$ cat src/rtl/xbar_pkg.sv
package xbar_pkg;

  typedef enum logic [2:0] {
    PH_IDLE,
    PH_CLEAR,
    PH_LATCH,
    PH_XFER,
    PH_CAPT,
    PH_REOPEN,
    PH_READ
  } phase_t;

  // control-line codes
  localparam logic [1:0] LN_FLOAT = 2'd0;
  localparam logic [1:0] LN_GND   = 2'd1;
  localparam logic [1:0] LN_POS   = 2'd2;
  localparam logic [1:0] LN_NEG   = 2'd3;

  // gate select codes
  localparam logic [2:0] G_AND  = 3'd0;
  localparam logic [2:0] G_NAND = 3'd1;
  localparam logic [2:0] G_OR   = 3'd2;
  localparam logic [2:0] G_NOR  = 3'd3;
  localparam logic [2:0] G_XNOR = 3'd4;
  localparam logic [2:0] G_XOR  = 3'd5;

  // crossbar geometry
  localparam int N_LINES = 4;
  localparam int N_COLS  = 2;
  localparam int CODE_W  = 2;

endpackage

$ cat src/rtl/xbar_phase_fsm.sv
module xbar_phase_fsm
  import xbar_pkg::*;
#(
  parameter int PHASE_CYC = 3
) (
  input  logic   clk,
  input  logic   rst_n,
  input  logic   start,
  input  logic   two_terms,
  output phase_t phase,
  output logic   term_idx,
  output logic   phase_end,
  output logic   accept,
  output logic   done
);

  localparam int CNT_W = (PHASE_CYC > 1) ? $clog2(PHASE_CYC) : 1;
  localparam logic [CNT_W-1:0] CNT_LAST = CNT_W'(PHASE_CYC - 1);

  logic [CNT_W-1:0] cnt_q, cnt_d;
  phase_t           phase_d;
  logic             term_d;
  logic             done_d;

  assign accept    = start && (phase == PH_IDLE);
  assign phase_end = (phase != PH_IDLE) && (cnt_q == CNT_LAST);

  always_comb begin
    phase_d = phase;
    cnt_d   = cnt_q;
    term_d  = term_idx;
    done_d  = done;
    if (accept) begin
      phase_d = PH_CLEAR;
      cnt_d   = '0;
      term_d  = 1'b0;
      done_d  = 1'b0;
    end else if (phase != PH_IDLE) begin
      if (phase_end) begin
        cnt_d = '0;
        case (phase)
          PH_CLEAR:  phase_d = PH_LATCH;
          PH_LATCH:  phase_d = PH_XFER;
          PH_XFER:   phase_d = PH_CAPT;
          PH_CAPT:   phase_d = PH_REOPEN;
          PH_REOPEN: begin
            if (two_terms && !term_idx) begin
              phase_d = PH_XFER;
              term_d  = 1'b1;
            end else begin
              phase_d = PH_READ;
            end
          end
          PH_READ: begin
            phase_d = PH_IDLE;
            done_d  = 1'b1;
          end
          default: phase_d = PH_IDLE;
        endcase
      end else begin
        cnt_d = cnt_q + 1'b1;
      end
    end
  end

  always_ff @(posedge clk or negedge rst_n) begin
    if (!rst_n) begin
      phase    <= PH_IDLE;
      cnt_q    <= '0;
      term_idx <= 1'b0;
      done     <= 1'b0;
    end else begin
      phase    <= phase_d;
      cnt_q    <= cnt_d;
      term_idx <= term_d;
      done     <= done_d;
    end
  end

endmodule

$ cat src/rtl/xbar_switch_model.sv
module xbar_switch_model
  import xbar_pkg::*;
(
  input  logic       clk,
  input  logic       rst_n,
  input  logic       accept,
  input  logic       phase_end,
  input  phase_t     phase,
  input  logic       term_idx,
  input  logic [2:0] gate_sel,
  input  logic [2:0] in_bits,
  output logic       two_terms,
  output logic       out_state
);

  // 1 = closed junction, 0 = open junction
  logic [2:0]                           cfg_gate, cfg_bits;
  logic [N_LINES-1:0]                   sw_in_q, sw_in_d;
  logic [N_COLS-1:0][N_LINES-1:0]       sw_col_q, sw_col_d;
  logic [N_COLS-1:0][N_LINES-1:0]       col_mask;
  logic                                 sw_out_q, sw_out_d;
  logic                                 res_d;
  logic                                 inv_in, inv_out;
  logic [N_LINES-1:0]                   line_val, line_used;
  logic                                 path_open;

  // gate decode
  always_comb begin
    two_terms = (cfg_gate == G_XNOR) || (cfg_gate == G_XOR);
    inv_in    = !((cfg_gate == G_OR) || (cfg_gate == G_NOR));
    inv_out   = (cfg_gate == G_NAND) || (cfg_gate == G_OR) || (cfg_gate == G_XOR);
    if (two_terms) begin
      line_val  = {~cfg_bits[1], ~cfg_bits[0], cfg_bits[1], cfg_bits[0]};
      line_used = 4'b1111;
    end else begin
      line_val  = {1'b0, cfg_bits};
      line_used = 4'b0111;
    end
  end

  // column membership
  for (genvar c = 0; c < N_COLS; c++) begin : g_mask
    always_comb begin
      if (two_terms)
        col_mask[c] = N_LINES'(4'b0011 << (2 * c));
      else
        col_mask[c] = (c == 0) ? N_LINES'(4'b0111) : '0;
    end
  end

  assign path_open = ((sw_col_q[term_idx] & col_mask[term_idx]) == '0);

  always_comb begin
    sw_in_d  = sw_in_q;
    sw_col_d = sw_col_q;
    sw_out_d = sw_out_q;
    res_d    = out_state;
    if (phase_end) begin
      case (phase)
        PH_CLEAR: begin
          sw_in_d  = '0;
          sw_col_d = '0;
          sw_out_d = 1'b0;
        end
        PH_LATCH:  sw_in_d = (inv_in ? ~line_val : line_val) & line_used;
        PH_XFER:   sw_col_d[term_idx] = sw_in_q & col_mask[term_idx];
        PH_CAPT:   if (path_open) sw_out_d = 1'b1;
        PH_REOPEN: sw_col_d[term_idx] = '0;
        PH_READ:   res_d = sw_out_q ^ inv_out;
        default:   ;
      endcase
    end
  end

  always_ff @(posedge clk or negedge rst_n) begin
    if (!rst_n) begin
      cfg_gate  <= '0;
      cfg_bits  <= '0;
      sw_in_q   <= '0;
      sw_col_q  <= '0;
      sw_out_q  <= 1'b0;
      out_state <= 1'b0;
    end else begin
      if (accept) begin
        cfg_gate <= gate_sel;
        cfg_bits <= in_bits;
      end
      if (phase_end) begin
        sw_in_q   <= sw_in_d;
        sw_col_q  <= sw_col_d;
        sw_out_q  <= sw_out_d;
        out_state <= res_d;
      end
    end
  end

endmodule

$ cat src/rtl/xbar_line_drive.sv
module xbar_line_drive
  import xbar_pkg::*;
(
  input  phase_t                     phase,
  input  logic                       term_idx,
  output logic [CODE_W-1:0]          ctl_in,
  output logic [N_COLS*CODE_W-1:0]   ctl_and,
  output logic [CODE_W-1:0]          ctl_out
);

  always_comb begin
    ctl_in  = LN_FLOAT;
    ctl_out = LN_FLOAT;
    case (phase)
      PH_CLEAR: begin ctl_in = LN_POS; ctl_out = LN_POS; end
      PH_LATCH: ctl_in = LN_NEG;
      PH_XFER:  ctl_in = LN_GND;
      PH_CAPT:  begin ctl_in = LN_NEG; ctl_out = LN_NEG; end
      PH_READ:  ctl_out = LN_GND;
      default:  ;
    endcase
  end

  for (genvar c = 0; c < N_COLS; c++) begin : g_col
    logic [CODE_W-1:0] code;
    always_comb begin
      code = LN_FLOAT;
      case (phase)
        PH_CLEAR:  code = LN_POS;
        PH_XFER:   if (term_idx == 1'(c)) code = LN_NEG;
        PH_REOPEN: if (term_idx == 1'(c)) code = LN_POS;
        default:   ;
      endcase
    end
    assign ctl_and[c*CODE_W +: CODE_W] = code;
  end

endmodule

$ cat src/rtl/xbar_gate_seq.sv
module xbar_gate_seq
  import xbar_pkg::*;
#(
  parameter int PHASE_CYC = 3
) (
  input  logic       clk,
  input  logic       rst_n,
  input  logic       start,
  input  logic [2:0] gate_sel,
  input  logic [2:0] in_bits,
  output logic [1:0] ctl_in,
  output logic [3:0] ctl_and,
  output logic [1:0] ctl_out,
  output logic       out_state,
  output logic       done
);

  phase_t phase;
  logic   term_idx;
  logic   phase_end;
  logic   accept;
  logic   two_terms;

  xbar_phase_fsm #(.PHASE_CYC(PHASE_CYC)) u_fsm (
    .clk       (clk),
    .rst_n     (rst_n),
    .start     (start),
    .two_terms (two_terms),
    .phase     (phase),
    .term_idx  (term_idx),
    .phase_end (phase_end),
    .accept    (accept),
    .done      (done)
  );

  xbar_switch_model u_sw (
    .clk       (clk),
    .rst_n     (rst_n),
    .accept    (accept),
    .phase_end (phase_end),
    .phase     (phase),
    .term_idx  (term_idx),
    .gate_sel  (gate_sel),
    .in_bits   (in_bits),
    .two_terms (two_terms),
    .out_state (out_state)
  );

  xbar_line_drive u_drv (
    .phase    (phase),
    .term_idx (term_idx),
    .ctl_in   (ctl_in),
    .ctl_and  (ctl_and),
    .ctl_out  (ctl_out)
  );

endmodule

$ cat config.mk
export PLATFORM = sky130hd
export DESIGN_NAME = xbar_gate_seq
export DESIGN_NICKNAME = d
export VERILOG_FILES = /design/src/rtl/xbar_pkg.sv /design/src/rtl/xbar_phase_fsm.sv /design/src/rtl/xbar_switch_model.sv /design/src/rtl/xbar_line_drive.sv /design/src/rtl/xbar_gate_seq.sv
export SDC_FILE = /design/constraint.sdc
export NUM_CORES = 1
export LEC_CHECK = 0
export BUFFER_PORTS_ARGS = -buffer_cell sky130_fd_sc_hd__buf_2
export CELL_PAD_IN_SITES_DETAIL_PLACEMENT = 1
export CELL_PAD_IN_SITES_GLOBAL_PLACEMENT = 2
export CORE_ASPECT_RATIO = 0.6
export CORE_MARGIN = 4
export CORE_UTILIZATION = 32
export DETAILED_ROUTE_END_ITERATION = 10
export PLACE_DENSITY_LB_ADDON = 0.1
export SETUP_SLACK_MARGIN = 0.15
export SYNTH_ARGS = -nofsm -noshare
export SYNTH_HDL_FRONTEND = slang
export SYNTH_SLANG_ARGS = --single-unit
$ cat constraint.sdc
create_clock -name clk -period 1.7 [get_ports clk]
set_input_delay 0.34 -clock clk [delete_from_list [all_inputs] [get_ports clk]]
set_output_delay 0.34 -clock clk [all_outputs]
set_load 0.01 [all_outputs]
==> out/metrics.csv <==
metric;value;unit
outcome;complete, but fails checks;
violations;negative setup slack;
cts.htree.levels;1;
grt_pass1_wl;6990;um
synth.distinct_cells;36;
cts_tree;built;
cts_buffers;3;
syn-num-nets;148;
synth_top_area_share;45.4;%
cap_violations;0;
holdWs;0.0468;ns
ys_top_cells_by_count;dfrtp_1, o21ai_0, nand2b_1;
fin_area;1960;um2
antenna_cells;0;
postSynthCellCount;137;
synthToLayoutAreaGrowth;42.0;%
setup_ws;-0.00756;ns
slew_headroom;61.9;%
ir_drop;0.000669;V
ys_seq_area_share;45.4;%
crit_required;1.36;ns
placed_cell_area;1590;um2
clk_pin_slew;0.10;ns
cp_max_fo;8;
grtUsageTotal;16.8;%
chipHeight;58.8;um
fin_crit_sh;100;%
clockBufferDepth;2;
crit_arrival;1.37;ns
overflow;0;
rows;18;
die_area;5450;um2
synthTopCellsByArea;dfrtp_1, o21ai_0, mux2_2;
synth-seq-cells;25;
io_pins;19;
cts.sinks;25;
synth_most_common_cell;dfrtp_1;
gp_congestion;0.791;
routedWlPerCell;17.4;um
power_density;1960;nW/um2
final_nets;195;
rr_worst_depth;5;
fp.coreArea;4120;um2
initial_core_util;33.4;%
grt_pass1_vias;1309;
finalHoldViolCount;0;
clockRootBuffer;clkbuf_8;
r2r_slack;0.14;ns
drive_gt1_share;45.4;%
critical_path_class;reg2out;
drtIter0Drc;46;
p_leak;0.000863;uW
via_count;1225;
synth_edf_count;0;
ys_warn_count;0;
first_pass_iters;4;
synth_ff_type;dfrtp_1;
die_x;92.7;um
syn_avg_cell_area;10.1;um2
yosys.area.top_type;dfrtp_1;
routed_wl;4240;um
antenna_found_initial;0;
worst_pin_slew;0.572;ns
cp-start-kind;flip-flop;
startpoint;u_fsm.phase[1]$_DFFE_PN0P_;
insertion_delay;0.27;ns
rsz0062_at_grt;true;
min_period;1.71;ns
dp_hpwl;2890;um
drv_slew;0;
routed_via_density;5.04;
min_path_type;in2async;
r2r-end;u_sw.cfg_bits[1]$_DFFE_PN0P_;
synth_area;1380;um2
finClkSkew;0.00778;ns
max_freq;586;MHz
async_reset_ff_share;100;%
ant_nets;0;
grt_max_degree;26;
endpoint_kind;primary output;
endpoint;ctl_and[1];
finalSetupViolCount;1;
io_buffers;18;
drc;0;
timing.rr.start;u_fsm.phase[0]$_DFFE_PN0P_;
[logic make-up (layout without fill, tap and decap cells)]
logic type                 Yosys count  in the layout  share of synthesized area [%]
and+or+nand+nor                     50             50                           22.2
AOI/OAI and AO/OA                   38             38                           18.9
DFF                                 25             25                           45.4
buffers and inverters               12             58                           4.36
muxes                                5              5                           4.09
xor gates and xnor gates             4              4                           2.54
adders and majority gates            3              3                           2.54
[metrics by stage]
stage	util [%]	cells	setup WS, ns	TNS (ns)	total power [uW]
after floorplan	-	137	0.157	0	2120
after global placement	38.7	220	0.0976	0	2660
after detailed placement	38.7	220	-0.0120	-0.0120	2710
after CTS	46.4	242	0.0392	0	3700
after global routing	47.4	243	-0.0638	-0.208	4110
final	47.4	243	-0.00756	-0.00756	3830
[worst min-delay path by stage]
stage,startpoint,end,slack [ns]
final,rst_n,u_fsm.done$_DFFE_PN0P_,0.05
after global routing,rst_n,u_fsm.done$_DFFE_PN0P_,0.08
after global placement,rst_n,u_fsm.done$_DFFE_PN0P_,0.36
after detailed placement,rst_n,u_fsm.done$_DFFE_PN0P_,0.37
after floorplan,rst_n,u_fsm.cnt_q[0]$_DFFE_PN0P_,0.04
after CTS,rst_n,u_fsm.done$_DFFE_PN0P_,0.06
[critical path, stage by stage, from the launching register on]
cell	delay, ns
dfrtp_2	0.50
maj3_2	0.35
nor2_1	0.10
buf_2	0.15
[cells in the final DEF (no fill, tap or decap), drive strengths merged]
cell type	instances
nand2	7
o211ai	3
mux2	5
ha	2
clkbuf	3
a21boi	1
nand4	1
a22oi	4
nor3	5
a21oi	2
o2bb2ai	1
inv	5
nor2b	3
nor3b	1
xnor2	4
nand3b	5
nand3	6
o211a	1
o22ai	1
o31ai	2
and3b	2
a22o	4
nor4b	2
o32ai	1
o21a	2
a221oi	1
o21ai	13
clkinvlp	1
nor2	7
o41ai	2
and2	2
buf	49
nand2b	8
dfrtp	25
maj3	1
or3b	1
[layer usage]
metal / vias up / part of all wire (%) / global-route usage [%]
met2: 20 / 46 / 26.6
met3: 4 / 3.2 / 3.58
met4: 0 / 0.59 / 3.97
li1: 591 / - / -
met1: 610 / 50 / 23.9
met5: - / 0 / 0
[what timing repair did]
item / CTS / global route
hold buffers: 0 / 0
gates resized for setup: 33 / 12
pin swaps: 5 / 3
buffers inserted: 18 / 1
endpoints found under the setup margin: 19 / 20
cloned: 0 / 0
[report_power, final]
part | switching, uW | internal [uW]
clock network | 200 | 166
logic | 1080 | 1250
registers | 296 | 840
total | 1570 | 2260
[cell type report]
cell class / instances / area, um2
Clock buffer: 3 / 41.3
Timing Repair Buffer: 49 / 362
Tap cell: 60 / 75.1
Multi-Input combinational cell: 100 / 821
Clock inverter: 1 / 7.51
Inverter: 5 / 18.8
Sequential cell: 25 / 631
Fill cell: 448 / 2170
[flip-flops by register name, summed over array words and instances, names as in the netlist]
name / cells
u_sw.sw_col_q: 6
u_fsm.done: 1
u_sw.sw_in_q: 4
u_sw.sw_out_q: 1
u_sw.out_state: 1
u_sw.cfg_gate: 3
u_fsm.cnt_q: 2
u_sw.cfg_bits: 3
u_fsm.phase: 3
u_fsm.term_idx: 1
(Power assumes the default switching activity.)
